$ cat config.mk
export PLATFORM = sky130hd
export DESIGN_NAME = cfg_req_encoder
export DESIGN_NICKNAME = d
export VERILOG_FILES = /design/src/rtl/cfg_enc_pkg.sv /design/src/rtl/cfg_lane_gen.sv /design/src/rtl/cfg_addr_gen.sv /design/src/rtl/cfg_read_align.sv /design/src/rtl/cfg_req_encoder.sv
export SDC_FILE = /design/constraint.sdc
export NUM_CORES = 1
export LEC_CHECK = 0
export ABC_AREA = 1
export CAP_MARGIN = 20
export CORE_AREA = 2 2 161 100
export DETAILED_ROUTE_END_ITERATION = 8
export DIE_AREA = 0 0 163 102
export HOLD_SLACK_MARGIN = 0.08
export PLACE_DENSITY = 0.84
export SYNTH_ARGS = -nofsm -noshare
export SYNTH_HDL_FRONTEND = slang
export SYNTH_HIERARCHICAL = 1
export SYNTH_SLANG_ARGS = --single-unit
$ cat constraint.sdc
create_clock -name clk -period 1.65 [get_ports clk]
set_clock_uncertainty 0.2 [all_clocks]
set_input_delay 0.2475 -clock clk [delete_from_list [all_inputs] [get_ports clk]]
set_output_delay 0.2475 -clock clk [all_outputs]
set_load 0.01 [all_outputs]
$ cat src/rtl/cfg_enc_pkg.sv
package cfg_enc_pkg;

   typedef enum logic [3:0] {
      CMD_CFG_RD = 4'hA,
      CMD_CFG_WR = 4'hB
   } cfg_cmd_e;

   localparam int unsigned LCL_WR_BIT  = 16;
   localparam int unsigned LCL_BE_LSB  = 20;
   localparam int unsigned RMT_BE_LSB  = 4;
   localparam int unsigned T1_BUS_LSB  = 16;
   localparam int unsigned T1_SLOT_LSB = 11;
   localparam int unsigned FUNC_LSB    = 8;

   function automatic logic [31:0] size_mask(input logic [2:0] size);
      case (size)
         3'd1:    size_mask = 32'h0000_00FF;
         3'd2:    size_mask = 32'h0000_FFFF;
         3'd4:    size_mask = 32'hFFFF_FFFF;
         default: size_mask = 32'h0000_0000;
      endcase
   endfunction

endpackage

$ cat src/rtl/cfg_lane_gen.sv
module cfg_lane_gen (
   input  logic [2:0] size,
   input  logic [1:0] off_lo,
   output logic [3:0] be_n,
   output logic       legal
);
   always_comb begin
      be_n  = 4'hF;
      legal = 1'b0;
      case (size)
         3'd1: begin
            be_n  = ~(4'b0001 << off_lo);
            legal = 1'b1;
         end
         3'd2: begin
            if (off_lo == 2'd0) begin
               be_n  = 4'hC;
               legal = 1'b1;
            end else if (off_lo == 2'd2) begin
               be_n  = 4'h3;
               legal = 1'b1;
            end
         end
         3'd4: begin
            if (off_lo == 2'd0) begin
               be_n  = 4'h0;
               legal = 1'b1;
            end
         end
         default: begin
            be_n  = 4'hF;
            legal = 1'b0;
         end
      endcase
   end
endmodule

$ cat src/rtl/cfg_addr_gen.sv
module cfg_addr_gen #(
   parameter int unsigned BUS_W  = 8,
   parameter int unsigned SLOT_W = 5,
   parameter int unsigned FUNC_W = 3,
   parameter int unsigned OFF_W  = 8,
   parameter int unsigned DATA_W = 32
) (
   input  logic [BUS_W-1:0]  bus,
   input  logic [SLOT_W-1:0] slot,
   input  logic [FUNC_W-1:0] func,
   input  logic [OFF_W-1:0]  off,
   input  logic              lcl,
   output logic [DATA_W-1:0] addr
);
   import cfg_enc_pkg::*;

   logic [DATA_W-1:0] dw_off;
   logic [DATA_W-1:0] fn_part;
   logic [DATA_W-1:0] type0_w;
   logic [DATA_W-1:0] type1_w;

   assign dw_off  = DATA_W'({off[OFF_W-1:2], 2'b00});
   assign fn_part = DATA_W'(func) << FUNC_LSB;
   assign type0_w = (DATA_W'(1) << slot) | fn_part | dw_off;
   assign type1_w = (DATA_W'(bus) << T1_BUS_LSB) | (DATA_W'(slot) << T1_SLOT_LSB)
                  | fn_part | dw_off | DATA_W'(1);

   always_comb begin
      if (lcl)
         addr = dw_off;
      else if (bus == '0)
         addr = type0_w;
      else
         addr = type1_w;
   end
endmodule

$ cat src/rtl/cfg_read_align.sv
module cfg_read_align #(
   parameter int unsigned DATA_W  = 32,
   parameter bit          REG_RSP = 1'b1
) (
   input  logic              clk,
   input  logic              rst_n,
   input  logic              rsp_valid,
   input  logic [DATA_W-1:0] rsp_data,
   input  logic              rsp_err,
   input  logic [1:0]        off_lo,
   input  logic [2:0]        size,
   output logic              rd_valid,
   output logic [DATA_W-1:0] rd_data,
   output logic              rd_not_found
);
   import cfg_enc_pkg::*;

   logic [DATA_W-1:0] src;
   logic [DATA_W-1:0] result;

   assign src    = rsp_err ? '1 : rsp_data;
   assign result = (src >> {off_lo, 3'b000}) & size_mask(size);

   generate
      if (REG_RSP) begin : gen_reg
         always_ff @(posedge clk or negedge rst_n) begin
            if (!rst_n) begin
               rd_valid     <= 1'b0;
               rd_data      <= '0;
               rd_not_found <= 1'b0;
            end else begin
               rd_valid <= rsp_valid;
               if (rsp_valid) begin
                  rd_data      <= result;
                  rd_not_found <= rsp_err;
               end
            end
         end
      end else begin : gen_comb
         assign rd_valid     = rsp_valid;
         assign rd_data      = result;
         assign rd_not_found = rsp_valid & rsp_err;
      end
   endgenerate
endmodule

$ cat src/rtl/cfg_req_encoder.sv
module cfg_req_encoder #(
   parameter int unsigned BUS_W   = 8,
   parameter int unsigned SLOT_W  = 5,
   parameter int unsigned FUNC_W  = 3,
   parameter int unsigned OFF_W   = 8,
   parameter int unsigned DATA_W  = 32,
   parameter bit          REG_RSP = 1'b1
) (
   input  logic              clk,
   input  logic              rst_n,
   input  logic              req_valid,
   output logic              req_ready,
   input  logic [BUS_W-1:0]  req_bus,
   input  logic [SLOT_W-1:0] req_slot,
   input  logic [FUNC_W-1:0] req_func,
   input  logic [OFF_W-1:0]  req_off,
   input  logic [2:0]        req_size,
   input  logic              req_write,
   input  logic              req_local,
   input  logic [DATA_W-1:0] req_wdata,
   output logic              out_valid,
   input  logic              out_ready,
   output logic [DATA_W-1:0] out_addr,
   output logic [DATA_W-1:0] out_cmd,
   output logic [DATA_W-1:0] out_wdata,
   output logic              out_invalid,
   input  logic              rsp_valid,
   input  logic [DATA_W-1:0] rsp_data,
   input  logic              rsp_err,
   output logic              rd_valid,
   output logic [DATA_W-1:0] rd_data,
   output logic              rd_not_found
);
   import cfg_enc_pkg::*;

   initial begin
      assert (DATA_W == 32) else $error("DATA_W must be 32");
      assert (BUS_W >= 1 && BUS_W <= 8) else $error("BUS_W out of range");
      assert (SLOT_W == 5) else $error("SLOT_W must be 5");
      assert (FUNC_W == 3) else $error("FUNC_W must be 3");
      assert (OFF_W >= 2 && OFF_W <= 8) else $error("OFF_W out of range");
   end

   logic [3:0]        be_n;
   logic              legal;
   logic [DATA_W-1:0] addr_c;
   logic [DATA_W-1:0] cmd_c;
   logic [DATA_W-1:0] wdata_c;
   logic              accept;
   logic [1:0]        held_off_lo;
   logic [2:0]        held_size;
   logic              held_local;

   cfg_lane_gen u_lane (
      .size   (req_size),
      .off_lo (req_off[1:0]),
      .be_n   (be_n),
      .legal  (legal)
   );

   cfg_addr_gen #(
      .BUS_W(BUS_W), .SLOT_W(SLOT_W), .FUNC_W(FUNC_W),
      .OFF_W(OFF_W), .DATA_W(DATA_W)
   ) u_addr (
      .bus  (req_bus),
      .slot (req_slot),
      .func (req_func),
      .off  (req_off),
      .lcl  (req_local),
      .addr (addr_c)
   );

   always_comb begin
      if (req_local)
         cmd_c = (DATA_W'(be_n) << LCL_BE_LSB) | (DATA_W'(req_write) << LCL_WR_BIT)
               | DATA_W'({req_off[OFF_W-1:2], 2'b00});
      else
         cmd_c = (DATA_W'(be_n) << RMT_BE_LSB)
               | DATA_W'(req_write ? CMD_CFG_WR : CMD_CFG_RD);
   end

   assign wdata_c   = req_wdata << {req_off[1:0], 3'b000};
   assign req_ready = !out_valid || out_ready;
   assign accept    = req_valid && req_ready;

   always_ff @(posedge clk or negedge rst_n) begin
      if (!rst_n) begin
         out_valid   <= 1'b0;
         out_invalid <= 1'b0;
         out_addr    <= '0;
         out_cmd     <= '0;
         out_wdata   <= '0;
         held_off_lo <= 2'd0;
         held_size   <= 3'd4;
         held_local  <= 1'b0;
      end else begin
         out_invalid <= accept && !legal;
         if (accept) begin
            out_valid <= legal;
            if (legal) begin
               out_addr    <= addr_c;
               out_cmd     <= cmd_c;
               out_wdata   <= wdata_c;
               held_off_lo <= req_off[1:0];
               held_size   <= req_size;
               held_local  <= req_local;
            end
         end else if (out_ready) begin
            out_valid <= 1'b0;
         end
      end
   end

   cfg_read_align #(.DATA_W(DATA_W), .REG_RSP(REG_RSP)) u_rd (
      .clk          (clk),
      .rst_n        (rst_n),
      .rsp_valid    (rsp_valid),
      .rsp_data     (rsp_data),
      .rsp_err      (rsp_err),
      .off_lo       (held_off_lo),
      .size         (held_size),
      .rd_valid     (rd_valid),
      .rd_data      (rd_data),
      .rd_not_found (rd_not_found)
   );
endmodule

==> results.toml <==
[setup_path]
max_stage_delay_ns = 0.26
critPathCaptureType = "flop"
worst-setup-path-type = "in -> reg"
ff2ff_path_depth = 7
crit_buf_inv = 5
crit_slowest_cell = "dlygate4sd2_1"
r2r-end = "u_rd/rd_data[1]"
ff2ff_setup_slack_ns = 0.06
worstReg2RegStart = "held_size[2]"
start_kind = "input port"
required_ns = 1.80
crit_fanout = 6
crit_family = "buffers and inverters"
path_cells = "dlygate4sd2_1 -> inv_2 -> nand2_2 -> o211ai_1 -> buf_4 -> clkinvlp_4 -> buf_6 -> nor2_4 -> nand3_1 -> nand2_1"
critPathArrivalTime_ns = 1.76

[finish]
regArea_um2 = 2950
drive_above_1_share_pct = 16.0
multi_input_area_um2 = 3320
antennaDiodeCount = 0
area_delta_synth_final_pct = 44.1
fillCellCount = 1285
nets = 1327
instances_no_fill = 1443

[detailed_routing]
drt-pass1-iter-count = 6
route.detailed.drc = 0
via_per_inst = 5.03
vias = 7253
drtIter0Drc = 655
wl_per_cell_um = 15.5
ant_nets = 0
wirelength_mm = 22.4

[clock_tree]
clockBufferDepth = 2
cts_tree = "done"
cts_buffers = 17
clock-sinks = 118
path_clk_slew_ns = 0.06
clock_latency_ns = 0.41
h-tree-depth = 4
cts_root_buf = "clkbuf_16"

[synth]
synth-seq-cells = 118
syn_area_um2 = 7030
synth_cell_types = 33
synth_cells = 966
yosysSeqAreaShare_pct = 42.0
ys.flop_type = "dfrtp_1"
ys_async_sr_fraction_pct = 100
synth_edf_count = 0
postSynthAreaPerCell_um2 = 7.28
ys_warn_count = 6

[place]
port_buffers = 212
place.gp.congestion = 0.953
dpl.cell_count = 1399
place_hpwl_mm = 16.1
place_ws_ns = -0.632

[sta]
max_freq_mhz = 622
finalHoldViolations = 0
fin_crit_ns = 1.61
slew_viol_final = 0
setup_ws_ns = 0.0411
fin_crit_sh_pct = 97.5
grt_setup_unrepaired = "yes"
setup_viol = 0

[power]
p_int_mw = 7.05
p_clk_share_pct = 34.3
power_frac_comb_pct = 29.2
p_per_area_nw_per_um2 = 1030
swShare_pct = 32.2
pwr-share-seq_pct = 36.5
ir_drop_mv = 0.491
switchingPower_mw = 3.35
leakagePower_nw = 5.55
power_mw = 10.4

[worst_hold_path]
holdPathEnd = "held_size[2]"
whs_path_depth = 4
hold_class = "in -> reg"
hp-start = "req_size[2]"

[global_routing]
antenna_found_initial = 0
gr-total-overflow = 0
grt_max_degree = 72
grt_pass1_wl_mm = 35.3
grt_pass1_vias = 6902
grt_usage_pct = 27.3

[floorplanning]
dieArea_um2 = 16600
die_h_um = 102
rows = 35
die_width_um = 163
core_area_um2 = 15100
pin_count = 232
start_util_pct = 46.6

[flow_run]
maxCapViolCount = 0

[run_status]
status = "finished, final reports clean"
## state kept, by name (all words and copies together) (netlist names)
register           count
held_size              3
out_valid              1
u_rd/rd_valid          1
out_wdata             32
out_addr              32
out_cmd               13
held_off_lo            2
out_invalid            1
u_rd/rd_not_found      1
u_rd/rd_data          32
## synth_stat cells (3+ instances only)
| cell type | number | area share [%] |
|---|---|---|
| o21ai_0 | 10 | 0.71 |
| o21bai_2 | 4 | 0.64 |
| buf_4 | 28 | 3.0 |
| inv_2 | 8 | 0.43 |
| nand4_1 | 6 | 0.53 |
| o21ai_1 | 21 | 1.5 |
| a21oi_1 | 12 | 0.85 |
| inv_1 | 55 | 2.9 |
| nand3_2 | 5 | 0.71 |
| nand3_1 | 68 | 4.8 |
| o21ai_2 | 25 | 3.1 |
| nor2_2 | 3 | 0.27 |
| nand2_2 | 13 | 1.2 |
| buf_2 | 13 | 0.93 |
| buf_6 | 26 | 4.2 |
| clkbuf_1 | 3 | 0.16 |
| nor2_1 | 57 | 3.0 |
| nand2_1 | 464 | 25 |
| dfrtp_1 | 117 | 42 |
| nor2_4 | 13 | 2.1 |
## per-stage QoR
step	TNS (ns)	cell area [µm²]	util (%)	hold slack [ns]
2_1_floorplan	0	7100	-	-0.248
3_3_place_gp	-43.36	9550	63.2	0.0611
3_5_place_dp	-47.44	9550	63.2	0.0652
4_1_cts	0	10100	66.8	0.145
5_1_grt	-0.132	10100	67.1	0.195
6_report	0	10100	67.1	0.147
## power by group through the flow
stage                     logic (mW)  registers [mW]  clock network, mW
after floorplan                 1.33            4.02                  0
after global placement          3.26            3.84                  0
after detailed placement        3.33            3.84                  0
after CTS                       3.02            3.79               3.61
after global routing            3.33            3.85               3.74
final                           3.03            3.79               3.57
## what timing repair did
action,in CTS,in global routing
setup endpoints to repair,196,57
hold endpoints to repair,119,1
gates cloned,2,0
hold buffers,2,1
pin swaps,3,4
setup buffers,5,3
resized for setup,123,14
## cells in the final DEF (no fill, tap or decap), drive strengths merged, types with 2 or more instances in the layout
cell type,n
a21oi,12
buf,82
bufinv,2
clkbuf,23
clkdlybuf4s15,3
clkdlybuf4s50,89
clkinv,4
clkinvlp,4
conb,19
dfrtp,117
dlygate4sd2,114
dlygate4sd3,3
dlymetal6s2s,2
inv,65
nand2,479
nand3,74
nand4,7
nor2,75
o21ai,56
o21bai,4
## routing by layer
layer  GRT usage [%]  vias to the layer above  share of wire (%)
met2            41.6                      351                 44
met4            6.88                        0                1.5
met3            6.49                       37                8.6
met5               0                        -                  0
li1                -                     3480                  -
met1            39.4                     3385                 46
## cells by family after synthesis
group / after synthesis / synth area share, %
AND/OR/NAND/NOR: 635 / 38.6
buffers and inverters: 137 / 12.2
flip-flops: 118 / 42.0
AO/OA/AOI/OAI: 75 / 7.13
other: 1 / 0.0533
## area by class of cell
type                    instances  area share (%)
inverters                      66            2.58
clock buffers                  22            4.58
clock inverters                 9            1.01
flip-flops and latches        118            29.1
multi-input cells             730            32.8
well taps                     203            2.51
repair buffers                295            27.4
## worst max-delay path by stage
stage                start  slack (ns)  depth (start not counted)             to
5_1_grt         req_off[1]       -0.03                         11     out_cmd[4]
3_5_place_dp   req_size[0]       -0.63                         10   out_addr[17]
3_3_place_gp   req_size[0]       -0.57                         10   out_addr[13]
4_1_cts          out_valid      0.0002                          2      req_ready
2_1_floorplan  req_size[1]        0.07                          8  out_wdata[28]
6_report        req_off[1]        0.04                         10  out_wdata[29]
## worst register-to-register path: stages, from the launching register on
cell and delay [ns]:
dfstp_2 0.57, inv_1 0.07, nand2_1 0.07, nand2_1 0.06, nand2_1 0.10, nand2_2 0.17, nand3_1 0.14, nand2_1 0.08
(Power assumes the default switching activity.)
